## config.mk

```make
export PLATFORM = sky130hd
export DESIGN_NAME = seg_xlate
export DESIGN_NICKNAME = d
export VERILOG_FILES = /design/src/rtl/seg_xlate_pkg.sv /design/src/rtl/seg_rst_sync.sv /design/src/rtl/seg_desc_table.sv /design/src/rtl/seg_addr_calc.sv /design/src/rtl/seg_xlate.sv
export SDC_FILE = /design/constraint.sdc
export NUM_CORES = 1
export LEC_CHECK = 0
export BUFFER_PORTS_ARGS = -buffer_cell sky130_fd_sc_hd__buf_2
export CAP_MARGIN = 10
export CORE_MARGIN = 5
export CORE_UTILIZATION = 50
export CTS_BUF_LIST = sky130_fd_sc_hd__clkbuf_16
export CTS_CLUSTER_SIZE = 12
export DETAILED_ROUTE_END_ITERATION = 8
export HOLD_SLACK_MARGIN = 0.02
export PLACE_DENSITY = 0.8
export SETUP_SLACK_MARGIN = 0.5
export SLEW_MARGIN = 5
export SYNTH_ARGS = -nofsm -noshare
export SYNTH_HDL_FRONTEND = slang
export SYNTH_SLANG_ARGS = --single-unit
```

## constraint.sdc

```tcl
create_clock -name clk -period 3.1 [get_ports clk]
set_input_delay 0.62 -clock clk [delete_from_list [all_inputs] [get_ports clk]]
set_output_delay 0.62 -clock clk [all_outputs]
set_load 0.02 [all_outputs]
```

## src/rtl/seg_xlate_pkg.sv

```systemverilog
package seg_xlate_pkg;

  typedef struct packed {
    logic wide;
    logic exec;
    logic writ;
    logic read;
    logic pres;
  } seg_attr_t;

  localparam int ATTR_W = $bits(seg_attr_t);

  typedef enum logic [1:0] {
    ACC_READ  = 2'd0,
    ACC_WRITE = 2'd1,
    ACC_FETCH = 2'd2,
    ACC_READ2 = 2'd3
  } acc_kind_e;

  typedef enum logic [1:0] {
    FLT_NONE   = 2'd0,
    FLT_ABSENT = 2'd1,
    FLT_BOUNDS = 2'd2,
    FLT_ACCESS = 2'd3
  } flt_e;

endpackage

```

## src/rtl/seg_rst_sync.sv

```systemverilog
module seg_rst_sync (
  input  logic clk,
  input  logic rst_n,
  output logic rst_sync_n
);
  logic [1:0] stage_q;

  always_ff @(posedge clk or negedge rst_n) begin
    if (!rst_n) stage_q <= 2'b00;
    else        stage_q <= {stage_q[0], 1'b1};
  end

  assign rst_sync_n = stage_q[1];
endmodule

```

## src/rtl/seg_desc_table.sv

```systemverilog
module seg_desc_table
  import seg_xlate_pkg::*;
#(
  parameter int NUM_DESC = 8,
  parameter int BASE_W   = 32,
  parameter int LIM_W    = 32,
  localparam int IDX_W   = $clog2(NUM_DESC)
) (
  input  logic              clk,
  input  logic              rst_n,
  input  logic              wr_en,
  input  logic [IDX_W-1:0]  wr_idx,
  input  logic [BASE_W-1:0] wr_base,
  input  logic [LIM_W-1:0]  wr_limit,
  input  seg_attr_t         wr_attr,
  input  logic [IDX_W-1:0]  rd_idx,
  output logic [BASE_W-1:0] rd_base,
  output logic [LIM_W-1:0]  rd_limit,
  output seg_attr_t         rd_attr
);
  logic [BASE_W-1:0] base_all  [NUM_DESC];
  logic [LIM_W-1:0]  limit_all [NUM_DESC];
  seg_attr_t         attr_all  [NUM_DESC];

  for (genvar g = 0; g < NUM_DESC; g++) begin : g_entry
    logic              hit;
    logic [BASE_W-1:0] base_r;
    logic [LIM_W-1:0]  limit_r;
    seg_attr_t         attr_r;

    assign hit = wr_en && (wr_idx == IDX_W'(g));

    // attributes carry the present flag, so they are reset
    always_ff @(posedge clk or negedge rst_n) begin
      if (!rst_n)   attr_r <= '0;
      else if (hit) attr_r <= wr_attr;
    end

    // base and limit are plain storage guarded by the write enable
    always_ff @(posedge clk) begin
      if (hit) begin
        base_r  <= wr_base;
        limit_r <= wr_limit;
      end
    end

    assign base_all[g]  = base_r;
    assign limit_all[g] = limit_r;
    assign attr_all[g]  = attr_r;
  end

  assign rd_base  = base_all[rd_idx];
  assign rd_limit = limit_all[rd_idx];
  assign rd_attr  = attr_all[rd_idx];
endmodule

```

## src/rtl/seg_addr_calc.sv

```systemverilog
module seg_addr_calc
  import seg_xlate_pkg::*;
#(
  parameter int SEL_W      = 16,
  parameter int OFS_W      = 32,
  parameter int ADDR_W     = 32,
  parameter int LIM_W      = 32,
  parameter int NARROW_W   = 16,
  parameter int SEG_SHIFT  = 4
) (
  input  logic              prot,
  input  acc_kind_e         kind,
  input  logic [SEL_W-1:0]  sel,
  input  logic [OFS_W-1:0]  off,
  input  logic [ADDR_W-1:0] d_base,
  input  logic [LIM_W-1:0]  d_limit,
  input  seg_attr_t         d_attr,
  output logic [ADDR_W-1:0] addr,
  output flt_e              fault
);
  logic [OFS_W-1:0]  narrow_off;
  logic [OFS_W-1:0]  eff_off;
  logic [ADDR_W-1:0] legacy_sum;
  logic [ADDR_W-1:0] prot_sum;
  logic              over_limit;
  logic              perm_miss;

  assign narrow_off = OFS_W'(off[NARROW_W-1:0]);
  assign eff_off    = d_attr.wide ? off : narrow_off;
  assign legacy_sum = (ADDR_W'(sel) << SEG_SHIFT) + ADDR_W'(off[NARROW_W-1:0]);
  assign prot_sum   = d_base + ADDR_W'(eff_off);
  assign over_limit = (LIM_W'(eff_off) > d_limit);

  always_comb begin
    unique case (kind)
      ACC_WRITE: perm_miss = !d_attr.writ;
      ACC_FETCH: perm_miss = !d_attr.exec;
      default:   perm_miss = !d_attr.read;
    endcase
  end

  always_comb begin
    fault = FLT_NONE;
    addr  = legacy_sum;
    if (prot) begin
      if (!d_attr.pres)    fault = FLT_ABSENT;
      else if (over_limit) fault = FLT_BOUNDS;
      else if (perm_miss)  fault = FLT_ACCESS;
      addr = (fault == FLT_NONE) ? prot_sum : '0;
    end
  end
endmodule

```

## src/rtl/seg_xlate.sv

```systemverilog
module seg_xlate
  import seg_xlate_pkg::*;
#(
  parameter int NUM_DESC = 8,
  parameter int SEL_W    = 16,
  parameter int OFS_W    = 32,
  parameter int ADDR_W   = 32,
  localparam int IDX_W   = $clog2(NUM_DESC)
) (
  input  logic              clk,
  input  logic              rst_n,
  input  logic              tbl_we,
  input  logic [IDX_W-1:0]  tbl_idx,
  input  logic [ADDR_W-1:0] tbl_base,
  input  logic [OFS_W-1:0]  tbl_limit,
  input  logic [4:0]        tbl_attr,
  input  logic              req_valid,
  input  logic              req_mode,
  input  logic [1:0]        req_kind,
  input  logic [SEL_W-1:0]  req_sel,
  input  logic [OFS_W-1:0]  req_off,
  output logic              rsp_valid,
  output logic [ADDR_W-1:0] rsp_addr,
  output logic [1:0]        rsp_fault
);
  logic              rst_sync_n;
  logic [ADDR_W-1:0] d_base;
  logic [OFS_W-1:0]  d_limit;
  seg_attr_t         d_attr;
  logic [ADDR_W-1:0] calc_addr;
  flt_e              calc_fault;

  logic              valid_d, valid_q;
  logic [ADDR_W-1:0] addr_d, addr_q;
  flt_e              fault_d, fault_q;

  seg_rst_sync u_rst_sync (
    .clk        (clk),
    .rst_n      (rst_n),
    .rst_sync_n (rst_sync_n)
  );

  seg_desc_table #(
    .NUM_DESC (NUM_DESC),
    .BASE_W   (ADDR_W),
    .LIM_W    (OFS_W)
  ) u_table (
    .clk      (clk),
    .rst_n    (rst_sync_n),
    .wr_en    (tbl_we),
    .wr_idx   (tbl_idx),
    .wr_base  (tbl_base),
    .wr_limit (tbl_limit),
    .wr_attr  (seg_attr_t'(tbl_attr)),
    .rd_idx   (req_sel[IDX_W-1:0]),
    .rd_base  (d_base),
    .rd_limit (d_limit),
    .rd_attr  (d_attr)
  );

  seg_addr_calc #(
    .SEL_W  (SEL_W),
    .OFS_W  (OFS_W),
    .ADDR_W (ADDR_W),
    .LIM_W  (OFS_W)
  ) u_calc (
    .prot    (req_mode),
    .kind    (acc_kind_e'(req_kind)),
    .sel     (req_sel),
    .off     (req_off),
    .d_base  (d_base),
    .d_limit (d_limit),
    .d_attr  (d_attr),
    .addr    (calc_addr),
    .fault   (calc_fault)
  );

  // next state of the response stage
  always_comb begin
    valid_d = req_valid;
    addr_d  = req_valid ? calc_addr : '0;
    fault_d = req_valid ? calc_fault : FLT_NONE;
  end

  // response register
  always_ff @(posedge clk or negedge rst_sync_n) begin
    if (!rst_sync_n) begin
      valid_q <= 1'b0;
      addr_q  <= '0;
      fault_q <= FLT_NONE;
    end else begin
      valid_q <= valid_d;
      addr_q  <= addr_d;
      fault_q <= fault_d;
    end
  end

  assign rsp_valid = valid_q;
  assign rsp_addr  = addr_q;
  assign rsp_fault = fault_q;
endmodule

```

==> reports/metrics.yaml <==
hpwlAfterDp_um: 42800
required_ps: 3560
synth_top_cells_by_area: "edfxtp_1 61%, mux4_2 12%, dfrtp_1 7.6%, ha_1 3.7%, mux2_2 2.4%"
ys.flop_type: "edfxtp_1"
grt_pass1_vias: 15400
finalHoldWorstSlack_ps: 201
relSlewSlack_pct: 27.6
drive_gt1_share_pct: 40.7
grtUsageTotal_pct: 23.6
dieArea_mm2: 0.0550
finalCriticalPeriod_ps: 3730
hold_viol_final: 0
initialDrtViolationCount: 1494
drv_cap: 0
final-setup-viol-count: 34
detail_route.wl_per_cell_um: 25.7
leakagePower_uw: 0.0117
dp_slack_ps: -1140
rsz0062_at_grt: "true"
vias: 15000
finalCritPeriodShare_pct: 120
syn_nets: 1605
drc_errors: 0
vdd_ir_drop_max_mv: 0.421
cts.sinks: 589
ctsHtreeMaxLevel: 2
p_per_area_mw_per_mm2: 603
drtAntennaViolNets: 0
synthesis.area_mm2: 0.0252
postSynthAreaPerCell_um2: 18.0
io_buffers: 161
fin_ws_ps: -627
fin_skew_ps: 24.7
yosysWarnings: 0
slew_viol_final: 0
vias_per_cell: 5.92
multiInputGateArea_mm2: 0.00830
cts_buffers: 59
critPathArrivalTime_ps: 4180
async_flop_share_pct: 13.1
routed_wl_um: 65200
max_slew.worst_pin.slew_ps: 1090
cts_tree: "built"
clk_pin_slew_worst_paths_ps: 60
place.gp.congestion: 0.914
initial_core_util_pct: 50.4
cp-start-kind: "flop"
ys_types: 66
fmax_mhz: 268
synth_cells: 1401
status: "finished with violations"
grt_max_degree: 76
worstPathMaxFanout: 10
nNetsFinal: 2016
regArea_mm2: 0.0173
yosysTopAreaCell: "edfxtp_1"
pin_count: 162
worstSkewPairLatency_ps: 620
cts_root_buf: "clkbuf_16"
drtPass1Iterations: 5
die_w_um: 235
ys_seq_elements: 589
antenna_found_initial: 6
hp-class: "input pin to flop"
violations: "negative setup slack"
cts.path.max_buffers: 3
coreArea_mm2: 0.0501
syn2layout_area_growth_pct: 23.7
grt.overflow.total: 0
cp-end-kind: "flop"
grt_pass1_wl_um: 95700
finalSetupTns_ps: -19050
ys_seq_area_share_pct: 68.6
path_class: "flop to flop"
die_y_um: 235
fill_cells: 3539
layout.cells.non_filler: 2531
placed_cells: 2400
synth-edff-count: 512
num_rows: 82
yosys.area.top_type_share_pct: 61.0
[stage by stage]
step	area (um^2)	util, %	power [uW]
6_report	31200	62.3	18800
5_1_grt	31200	62.3	19500
4_1_cts	31000	61.8	18800
3_5_place_dp	28700	57.3	12200
3_3_place_gp	28700	57.3	12100
2_1_floorplan	25600	-	10900
[critical path, stage by stage, from the launching register on]
cell and delay, ps:
dfrtp_1 390, mux4_2 600, mux2_4 360, and2_4 180
ha_4 270, nand4_1 180, buf_4 210, buf_6 110
buf_6 100, buf_6 100, buf_6 100, nor2_2 80
o31a_1 240, o22ai_4 120, nand2_4 100, buf_12 160
buf_6 160, o22ai_2 70
[routing by layer]
layer / routed length, um / share of wire (%) / GRT usage, % / vias to the layer above
met1: 25100 / 39 / 31.8 / 7650
met5: 30 / 0.046 / 0 / -
met4: 2580 / 4.0 / 8.61 / 6
met3: 6170 / 9.5 / 6.34 / 142
met2: 31300 / 48 / 37.6 / 728
li1: - / - / - / 6464
[kinds of logic after synthesis]
kind of cell | share of synthesized area [%]
compound gates | 4.74
fa+ha+maj | 3.88
flops | 68.6
buf+inv | 1.14
simple gates | 4.09
xor+xnor | 1.39
other cells | 0.0149
mux | 16.1
[path summary, 6_finish.rpt]
| check | cells after the start | slack (ps) | endpoint | start |
|---|---|---|---|---|
| max in group asynchronous | 0 | 1850 | rsp_addr[27] | u_rst_sync.stage_q[1] |
| min | 1 | 200 | rsp_valid | req_valid |
| max | 17 | -630 | rsp_addr[11] | u_table.attr_all[4] |
| min in group asynchronous | 2 | 330 | u_rst_sync.stage_q[1] | rst_n |
| max reg2reg | 17 | -630 | rsp_addr[11] | u_table.attr_all[4] |
| min reg2reg | 0 | 360 | u_rst_sync.stage_q[1] | u_rst_sync.stage_q[0] |
[power by group]
| group | internal [uW] | switching [uW] |
|---|---|---|
| sequential | 9010 | 164 |
| combinational | 1560 | 1650 |
| clock | 3590 | 2830 |
[placed cells by master, fill, tap and decap left out, types with 7 or more instances in the layout]
cell type  count
a211oi_1       7
a21o_1        27
a21oi_1       31
and2_4        14
buf_12        20
buf_2        158
buf_4        206
buf_6         14
clkbuf_16     61
clkinv_1      11
dfrtp_1       76
edfxtp_1     512
ha_1          55
ha_4          20
inv_1         45
mux2_2        51
mux2i_1       38
mux4_2       135
nand2_1       96
nand2b_1      11
nand3_1       11
nand4_1       14
nor2_1        28
o21a_1         8
o21ai_0       22
o21bai_1       7
o22ai_2       11
xnor2_1       23
xor2_1        15
[Yosys cell counts (4+ instances only)]
master and number:
a211oi_1 10, a21o_1 27, a21oi_1 34, a31oi_1 4, and2_1 17, and3_1 6
buf_1 14, clkbuf_1 33, dfrtp_1 77, edfxtp_1 512, ha_1 75, inv_1 21
mux2_2 53, mux2i_1 38, mux4_2 135, nand2_1 97, nand2b_1 13, nand3_1 14
nand4_1 14, nor2_1 36, nor2b_1 7, nor3_1 7, o211ai_1 5, o21a_1 8
o21ai_0 28, o21bai_1 8, o22ai_1 13, o31ai_1 4, xnor2_1 24, xor2_1 16
[flip-flops by register name, summed over array words and instances (netlist names)]
| register | flops |
|---|---|
| rsp_addr | 32 |
| u_rst_sync.stage_q | 2 |
| rsp_fault | 2 |
| u_table.g_entry.base_r | 256 |
| rsp_valid | 1 |
| u_table.g_entry.limit_r | 256 |
| u_table.attr_all | 40 |
[cell type report]
type	instances	area share [%]
Inverter	21	0.289
Tap cell	672	2.70
Antenna cell	2	0.0160
Clock inverter	45	0.670
Timing Repair Buffer	400	9.36
Sequential cell	589	55.5
Clock buffer	61	4.89
Multi-Input combinational cell	741	26.6
[what timing repair did]
action                                 4_1_cts  5_1_grt
hold buffers                                 1        0
pin swaps                                   36       19
endpoints found under the hold margin        2        0
setup endpoints to repair                   34       34
resized for setup                           69       37
gates cloned                                 1        0
buffers inserted                            18        3
Power figures use the tool's default switching activity.
